$ cat src/rtl/autobaud_pkg.sv
package autobaud_pkg;

  typedef enum logic [1:0] {
    AB_IDLE  = 2'd0,
    AB_MEAS  = 2'd1,
    AB_CHECK = 2'd2
  } ab_state_e;

  // carriage return framed as stop, data (msb..lsb), start
  localparam logic [9:0] AB_SYNC_FRAME = {1'b1, 8'h0D, 1'b0};

  // samples expected after the start bit and data bit 0, oldest in bit 0
  localparam logic [7:0] AB_CHECK_PAT = AB_SYNC_FRAME[9:2];

endpackage

$ cat src/rtl/ab_sync2.sv
module ab_sync2 #(
  parameter logic RST_VAL = 1'b0
) (
  input  logic clk,
  input  logic rst_n,
  input  logic d,
  output logic q
);

  logic stage1;

  always_ff @(posedge clk or negedge rst_n) begin
    if (!rst_n) begin
      stage1 <= RST_VAL;
      q      <= RST_VAL;
    end else begin
      stage1 <= d;
      q      <= stage1;
    end
  end

endmodule

$ cat src/rtl/ab_measure.sv
module ab_measure
  import autobaud_pkg::*;
#(
  parameter int CNT_W  = 16,
  parameter int FACTOR = 8
) (
  input  logic             clk,
  input  logic             rst_n,
  input  logic             rx_s,
  output logic             upd,
  output logic [CNT_W-1:0] new_div
);

  localparam int                SH      = $clog2(FACTOR);
  localparam int                TMR_W   = CNT_W + 1;
  localparam logic [CNT_W-1:0]  CNT_MAX = '1;
  localparam logic [CNT_W-1:0]  CNT_ONE = CNT_W'(1);
  localparam logic [TMR_W-1:0]  TMR_ONE = TMR_W'(1);

  ab_state_e        st_q, st_n;
  logic             rx_d;
  logic [CNT_W-1:0] cnt_q, cnt_n;
  logic [CNT_W-1:0] per_q, per_n;
  logic [TMR_W-1:0] tmr_q, tmr_n;
  logic [2:0]       idx_q, idx_n;

  assign new_div = per_q >> SH;

  always_comb begin
    st_n  = st_q;
    cnt_n = cnt_q;
    per_n = per_q;
    tmr_n = tmr_q;
    idx_n = idx_q;
    upd   = 1'b0;
    unique case (st_q)
      AB_IDLE: begin
        if (rx_d && !rx_s) begin
          st_n  = AB_MEAS;
          cnt_n = CNT_ONE;
        end
      end
      AB_MEAS: begin
        if (!rx_s) begin
          if (cnt_q == CNT_MAX) st_n = AB_IDLE;
          else                  cnt_n = cnt_q + CNT_ONE;
        end else begin
          per_n = cnt_q;
          tmr_n = {1'b0, cnt_q} + {2'b00, cnt_q[CNT_W-1:1]};
          idx_n = 3'd0;
          st_n  = AB_CHECK;
        end
      end
      AB_CHECK: begin
        if (tmr_q > TMR_ONE) begin
          tmr_n = tmr_q - TMR_ONE;
        end else if (rx_s != AB_CHECK_PAT[idx_q]) begin
          st_n = AB_IDLE;
        end else if (idx_q == 3'd7) begin
          st_n = AB_IDLE;
          upd  = (new_div != '0);
        end else begin
          idx_n = idx_q + 3'd1;
          tmr_n = {1'b0, per_q};
        end
      end
      default: st_n = AB_IDLE;
    endcase
  end

  always_ff @(posedge clk or negedge rst_n) begin
    if (!rst_n) begin
      st_q  <= AB_IDLE;
      rx_d  <= 1'b1;
      cnt_q <= '0;
      per_q <= '0;
      tmr_q <= '0;
      idx_q <= '0;
    end else begin
      st_q  <= st_n;
      rx_d  <= rx_s;
      cnt_q <= cnt_n;
      per_q <= per_n;
      tmr_q <= tmr_n;
      idx_q <= idx_n;
    end
  end

  // while the line is low the count advances by exactly one per clock
  a_r6_count_step: assert property (@(posedge clk) disable iff (!rst_n)
    (st_q == AB_MEAS && !rx_s && cnt_q != CNT_MAX) |=> (cnt_q == $past(cnt_q) + CNT_ONE));

  // a low time that fills the counter abandons the measurement
  a_r6_no_overflow: assert property (@(posedge clk) disable iff (!rst_n)
    (st_q == AB_MEAS && !rx_s && cnt_q == CNT_MAX) |=> (st_q == AB_IDLE));

  // an update only follows a full pattern check
  a_r5_update_after_check: assert property (@(posedge clk) disable iff (!rst_n)
    upd |-> (st_q == AB_CHECK && idx_q == 3'd7));

endmodule

$ cat src/rtl/ab_tick_gen.sv
module ab_tick_gen #(
  parameter int CNT_W = 16
) (
  input  logic             clk,
  input  logic             rst_n,
  input  logic             load,
  input  logic [CNT_W-1:0] load_div,
  output logic             tick_en,
  output logic             locked
);

  localparam logic [CNT_W-1:0] ONE = CNT_W'(1);

  logic [CNT_W-1:0] div_q, div_n;
  logic [CNT_W-1:0] ph_q, ph_n;
  logic             lock_n, tick_n;

  always_comb begin
    div_n  = div_q;
    ph_n   = ph_q;
    lock_n = locked;
    tick_n = 1'b0;
    if (load) begin
      div_n  = load_div;
      ph_n   = '0;
      lock_n = 1'b1;
    end else if (locked) begin
      if (ph_q >= div_q - ONE) begin
        ph_n   = '0;
        tick_n = 1'b1;
      end else begin
        ph_n = ph_q + ONE;
      end
    end
  end

  always_ff @(posedge clk or negedge rst_n) begin
    if (!rst_n) begin
      div_q   <= '0;
      ph_q    <= '0;
      locked  <= 1'b0;
      tick_en <= 1'b0;
    end else begin
      div_q   <= div_n;
      ph_q    <= ph_n;
      locked  <= lock_n;
      tick_en <= tick_n;
    end
  end

  // no enable pulse before a rate is known
  a_r1_quiet_unlocked: assert property (@(posedge clk) disable iff (!rst_n)
    !locked |-> !tick_en);

  // pulses are a single clock wide when the period exceeds one
  a_r3_single_pulse: assert property (@(posedge clk) disable iff (!rst_n)
    (tick_en && div_q > ONE) |=> !tick_en);

  // lock is held until reset
  a_r8_lock_sticky: assert property (@(posedge clk) disable iff (!rst_n)
    locked |=> locked);

  // a locked generator never runs with a zero period
  a_r2_div_nonzero: assert property (@(posedge clk) disable iff (!rst_n)
    locked |-> (div_q != '0));

endmodule

$ cat src/rtl/autobaud_tick_gen.sv
module autobaud_tick_gen #(
  parameter int CNT_W  = 16,
  parameter int FACTOR = 8
) (
  input  logic clk,
  input  logic rst_n,
  input  logic rx_line,
  output logic tick_en,
  output logic locked
);

  logic             rst_sync_n;
  logic             rx_s;
  logic             upd;
  logic [CNT_W-1:0] new_div;

  ab_sync2 #(.RST_VAL(1'b0)) u_rst_sync (
    .clk   (clk),
    .rst_n (rst_n),
    .d     (1'b1),
    .q     (rst_sync_n)
  );

  ab_sync2 #(.RST_VAL(1'b1)) u_rx_sync (
    .clk   (clk),
    .rst_n (rst_sync_n),
    .d     (rx_line),
    .q     (rx_s)
  );

  ab_measure #(.CNT_W(CNT_W), .FACTOR(FACTOR)) u_measure (
    .clk     (clk),
    .rst_n   (rst_sync_n),
    .rx_s    (rx_s),
    .upd     (upd),
    .new_div (new_div)
  );

  ab_tick_gen #(.CNT_W(CNT_W)) u_tick (
    .clk      (clk),
    .rst_n    (rst_sync_n),
    .load     (upd),
    .load_div (new_div),
    .tick_en  (tick_en),
    .locked   (locked)
  );

endmodule

$ cat config.mk
export PLATFORM = sky130hd
export DESIGN_NAME = autobaud_tick_gen
export DESIGN_NICKNAME = d
export VERILOG_FILES = /design/src/rtl/autobaud_pkg.sv /design/src/rtl/ab_sync2.sv /design/src/rtl/ab_measure.sv /design/src/rtl/ab_tick_gen.sv /design/src/rtl/autobaud_tick_gen.sv
export SDC_FILE = /design/constraint.sdc
export NUM_CORES = 1
export LEC_CHECK = 0
export ABC_AREA = 1
export BUFFER_PORTS_ARGS = -buffer_cell sky130_fd_sc_hd__clkbuf_2
export CORE_MARGIN = 2
export CORE_UTILIZATION = 55
export DETAILED_ROUTE_END_ITERATION = 8
export PLACE_DENSITY = 0.73
export SLEW_MARGIN = 20
export SYNTH_ARGS = -nofsm -noshare
export SYNTH_HDL_FRONTEND = slang
export SYNTH_HIERARCHICAL = 1
export SYNTH_SLANG_ARGS = --single-unit
$ cat constraint.sdc
create_clock -name clk -period 2.7 [get_ports clk]
set_input_delay 0.405 -clock clk [delete_from_list [all_inputs] [get_ports clk]]
set_output_delay 0.405 -clock clk [all_outputs]
set_load 0.05 [all_outputs]
==> results by group <==
GRT
  • Total grt overflow: 0
  • Vias in the first global route: 5673
  • Pin count of the biggest net entering global routing: 64
  • All-Layer GR Usage: 26.0%
  • Global-route wire length before repair: 27200 microns
  • Initial antenna violation count: 0

Place
  • Placed Area: 7010 sq um
  • Port buffer count: 4
  • Pre-CTS setup slack: -75.5 ps
  • Detail Placement HPWL: 12300 microns
  • Gpl congestion: 0.910

Synthesis
  • Yosys cell types: 43
  • Most frequent cell after synthesis: nand2_1
  • Synth area leaders: dfrtp_1, nand2_1, ha_1, inv_1, nand3_1
  • Area leader, netlist: dfrtp_1
  • Cell count after synthesis: 990
  • Synth Warn #: 6
  • Synth async-reset ratio: 100%
  • Synth Flop Type: dfrtp_1
  • Commonest cells in the netlist: nand2_1, inv_1, nor2_1, dfrtp_1, nand3_1
  • Synthesized area: 6910 sq um
  • Sequential share of the synthesized area: 33.7%
  • Synthesized flop and latch total: 93
  • Number of flops mapped to enable cells by yosys: 0
  • Synthesized area per cell: 6.98 sq um
  • Share of the synthesized area in the top cell type: 32.6%

CTS
  • H-tree Lvls: 3
  • Clk_lat worst skew: 360 ps
  • TritonCTS Sinks: 93
  • CTS Buf Count: 9
  • Clock Pin Slew Worst Setup and Hold Paths: 80 ps
  • Bufs on Longest Clock Path: 2
  • Clk root buf: clkbuf_16
  • CTS tree: done

Drt
  • Routed Antenna Nets: 0
  • DR iter-0 viols: 423
  • DR DRC count: 0
  • Wirelength, routed: 16500 microns
  • Wire length per cell: 14.2 microns
  • First drt pass iteration count: 5
  • Via density: 5.31
  • Vias: 6186

Worst hold path
  • Worst hold path class: input pin to flop
  • Hold path cells: 1
  • Worst hold endpoint: u_rx_sync/stage1$_DFF_PN1_
  • Hold_sp: rx_line

Power and ir drop
  • Power Density: 543 nW/um^2
  • Peak VDD IR: 0.277 mV
  • P_leak: 4.02 nW

Timing
  • Period utilisation layout: 95.8%
  • Final setup fails: 0
  • Worst Slack Setup Final: 113 ps
  • Final Hold Viols: 0
  • Worst slew pin tran: 512 ps
  • Worst relative slew slack: 65.8%
  • Crit path time final: 2590 ps
  • Skew final: 8.52 ps
  • FMAX: 0.387 GHz
  • Max Slew Vio Count: 0

Final layout
  • Final Cell Area: 7440 sq um
  • Nets: 1035
  • Multi-input gate area: 3930 sq um
  • Layout overhead on the synthesized area: 7.67%
  • Sequential cell area: 2330 sq um
  • Layout cells sized above 1: 10.5%
  • # fillers: 1156
  • N_diodes: 0

Worst setup path
  • Worst-path maximum fanout: 4
  • R2R setup slack: 110 ps
  • Worst EP required: 2950 ps
  • Worst setup EP type: flop
  • Worst Setup Start Kind: flop
  • Worst reg2reg startpoint: u_tick/div_q[2]$_DFFE_PN0P_
  • FF-to-FF End: u_tick/ph_q[1]$_DFFE_PN0P_
  • Crit Path Category: flop to flop
  • CP arrival: 2840 ps
  • R2R depth: 15

Floorplan
  • Die span in y: 116 microns
  • Initial Utilization: 56.9%
  • Die area: 13500 sq um
  • FP Rows: 40
  • Core box area: 12200 sq um
  • Ports: 5
  • Die width: 116 microns

Run
  • Max Cap Viol: 0

Run status
  • Status: finished clean
==> state kept, by name, indices dropped and copies added (netlist names), 2 cells and up <==
signal / count
u_measure/idx_q: 3
u_tick/div_q: 16
u_measure/cnt_q: 16
u_measure/st_q: 2
u_measure/per_q: 16
u_tick/ph_q: 16
u_measure/tmr_q: 17
==> kinds of logic (layout without fill, tap and decap cells) <==
kind of cell,Yosys count,after routing,synth area share [%]
xor gates and xnor gates,33,33,4.18
other,2,4,0.109
and+or+nand+nor,567,569,36.0
muxes,7,7,1.14
adders and majority gates,40,40,7.35
DFF,93,93,33.7
buffers and inverters,162,165,10.5
AOI/OAI and AO/OA,86,86,6.95
==> metrics by stage <==
step | hold WS (ps) | instances | TNS (ps) | utilization [%] | total power [mW]
after floorplan | 109 | 992 | 0 | - | 2.54
after detailed placement | 194 | 1141 | -854 | 57.6 | 2.75
after global routing | 113 | 1165 | -706 | 61.2 | 4.29
after global placement | 194 | 1141 | 0 | 57.6 | 2.73
after CTS | 111 | 1158 | 0 | 60.3 | 4.08
final | 122 | 1165 | 0 | 61.2 | 4.04
==> timing repair <==
item,in CTS,in global routing
resized for setup,1,12
cloned,0,2
buffers inserted,0,5
setup endpoints to repair,17,17
hold buffers,1,0
pin swaps,0,7
endpoints found under the hold margin,2,0
==> layout by cell type (no fill, tap or decap), types with 2 or more instances in the layout <==
cell and n:
mux2_2 7, o21ai_0 42, inv_2 5, ha_1 39, nand3b_1 5, buf_4 15, inv_8 3, dfrtp_1 89
a21oi_1 21, conb_1 4, a21oi_2 2, clkinv_8 2, clkbuf_2 4, inv_1 120, dfstp_2 3, nor4_1 2
o31ai_1 7, o21bai_1 3, xor2_1 28, o21ai_2 2, xnor2_1 5, nor3_1 6, nor2_4 8, nor2_2 10
o21bai_2 2, nand3_2 5, nand4_1 21, nand2_1 309, nand2_4 4, nand2_2 12, nor2_1 101, o21ai_1 6
buf_12 2, clkbuf_16 9, nand3_1 79, inv_6 2
==> power breakdown <==
part           total, mW  internal [mW]  switching [mW]
Combinational      0.963          0.366           0.597
Sequential          1.77           1.56           0.214
Clock               1.31          0.667           0.640
Total               4.04           2.59            1.45
==> layout make-up <==
class                   instances  area share [%]
clock buffers                   9            3.03
clock inverters                 7            1.13
inverters                     127            6.45
multi-input cells             739            52.8
flip-flops and latches         93            31.4
well taps                     168            2.82
repair buffers                 22            2.45
==> worst max-delay path, cell delays in order, from the launching register on <==
cell and delay, ps:
dfrtp_1 420, nor2_1 220, nand3_2 150, nor2_2 170, nand3_2 110, nor2_2 110, nand3_1 70, nand2_1 70
inv_1 40, ha_1 300, nand4_1 190, nor3_4 220, buf_4 160, nand2_2 100, nand3b_1 110, nand2_1 50
==> per-layer routing <==
| layer | up-vias | share of wire (%) | GRT usage [%] |
|---|---|---|---|
| li1 | 3145 | - | - |
| met1 | 2885 | 48 | 36.2 |
| met2 | 122 | 46 | 41.3 |
| met3 | 34 | 3.6 | 3.22 |
| met4 | 0 | 2.9 | 10.9 |
| met5 | - | 0 | 0 |
==> worst max path at each step <==
stage,start,end,slack (ps),cells past startpoint
3_5_place_dp,u_tick/div_q[0]$_DFFE_PN0P_,u_tick/ph_q[2]$_DFFE_PN0P_,-80,13
2_1_floorplan,u_tick/div_q[0]$_DFFE_PN0P_,u_tick/ph_q[11]$_DFFE_PN0P_,290,14
6_report,u_tick/div_q[2]$_DFFE_PN0P_,u_tick/ph_q[1]$_DFFE_PN0P_,110,15
3_3_place_gp,u_tick/div_q[0]$_DFFE_PN0P_,u_tick/tick_en$_DFF_PN0_,30,13
5_1_grt,u_tick/div_q[2]$_DFFE_PN0P_,u_tick/ph_q[14]$_DFFE_PN0P_,-90,15
4_1_cts,u_tick/div_q[1]$_DFFE_PN0P_,u_tick/ph_q[12]$_DFFE_PN0P_,60,13
(Power assumes the default switching activity.)
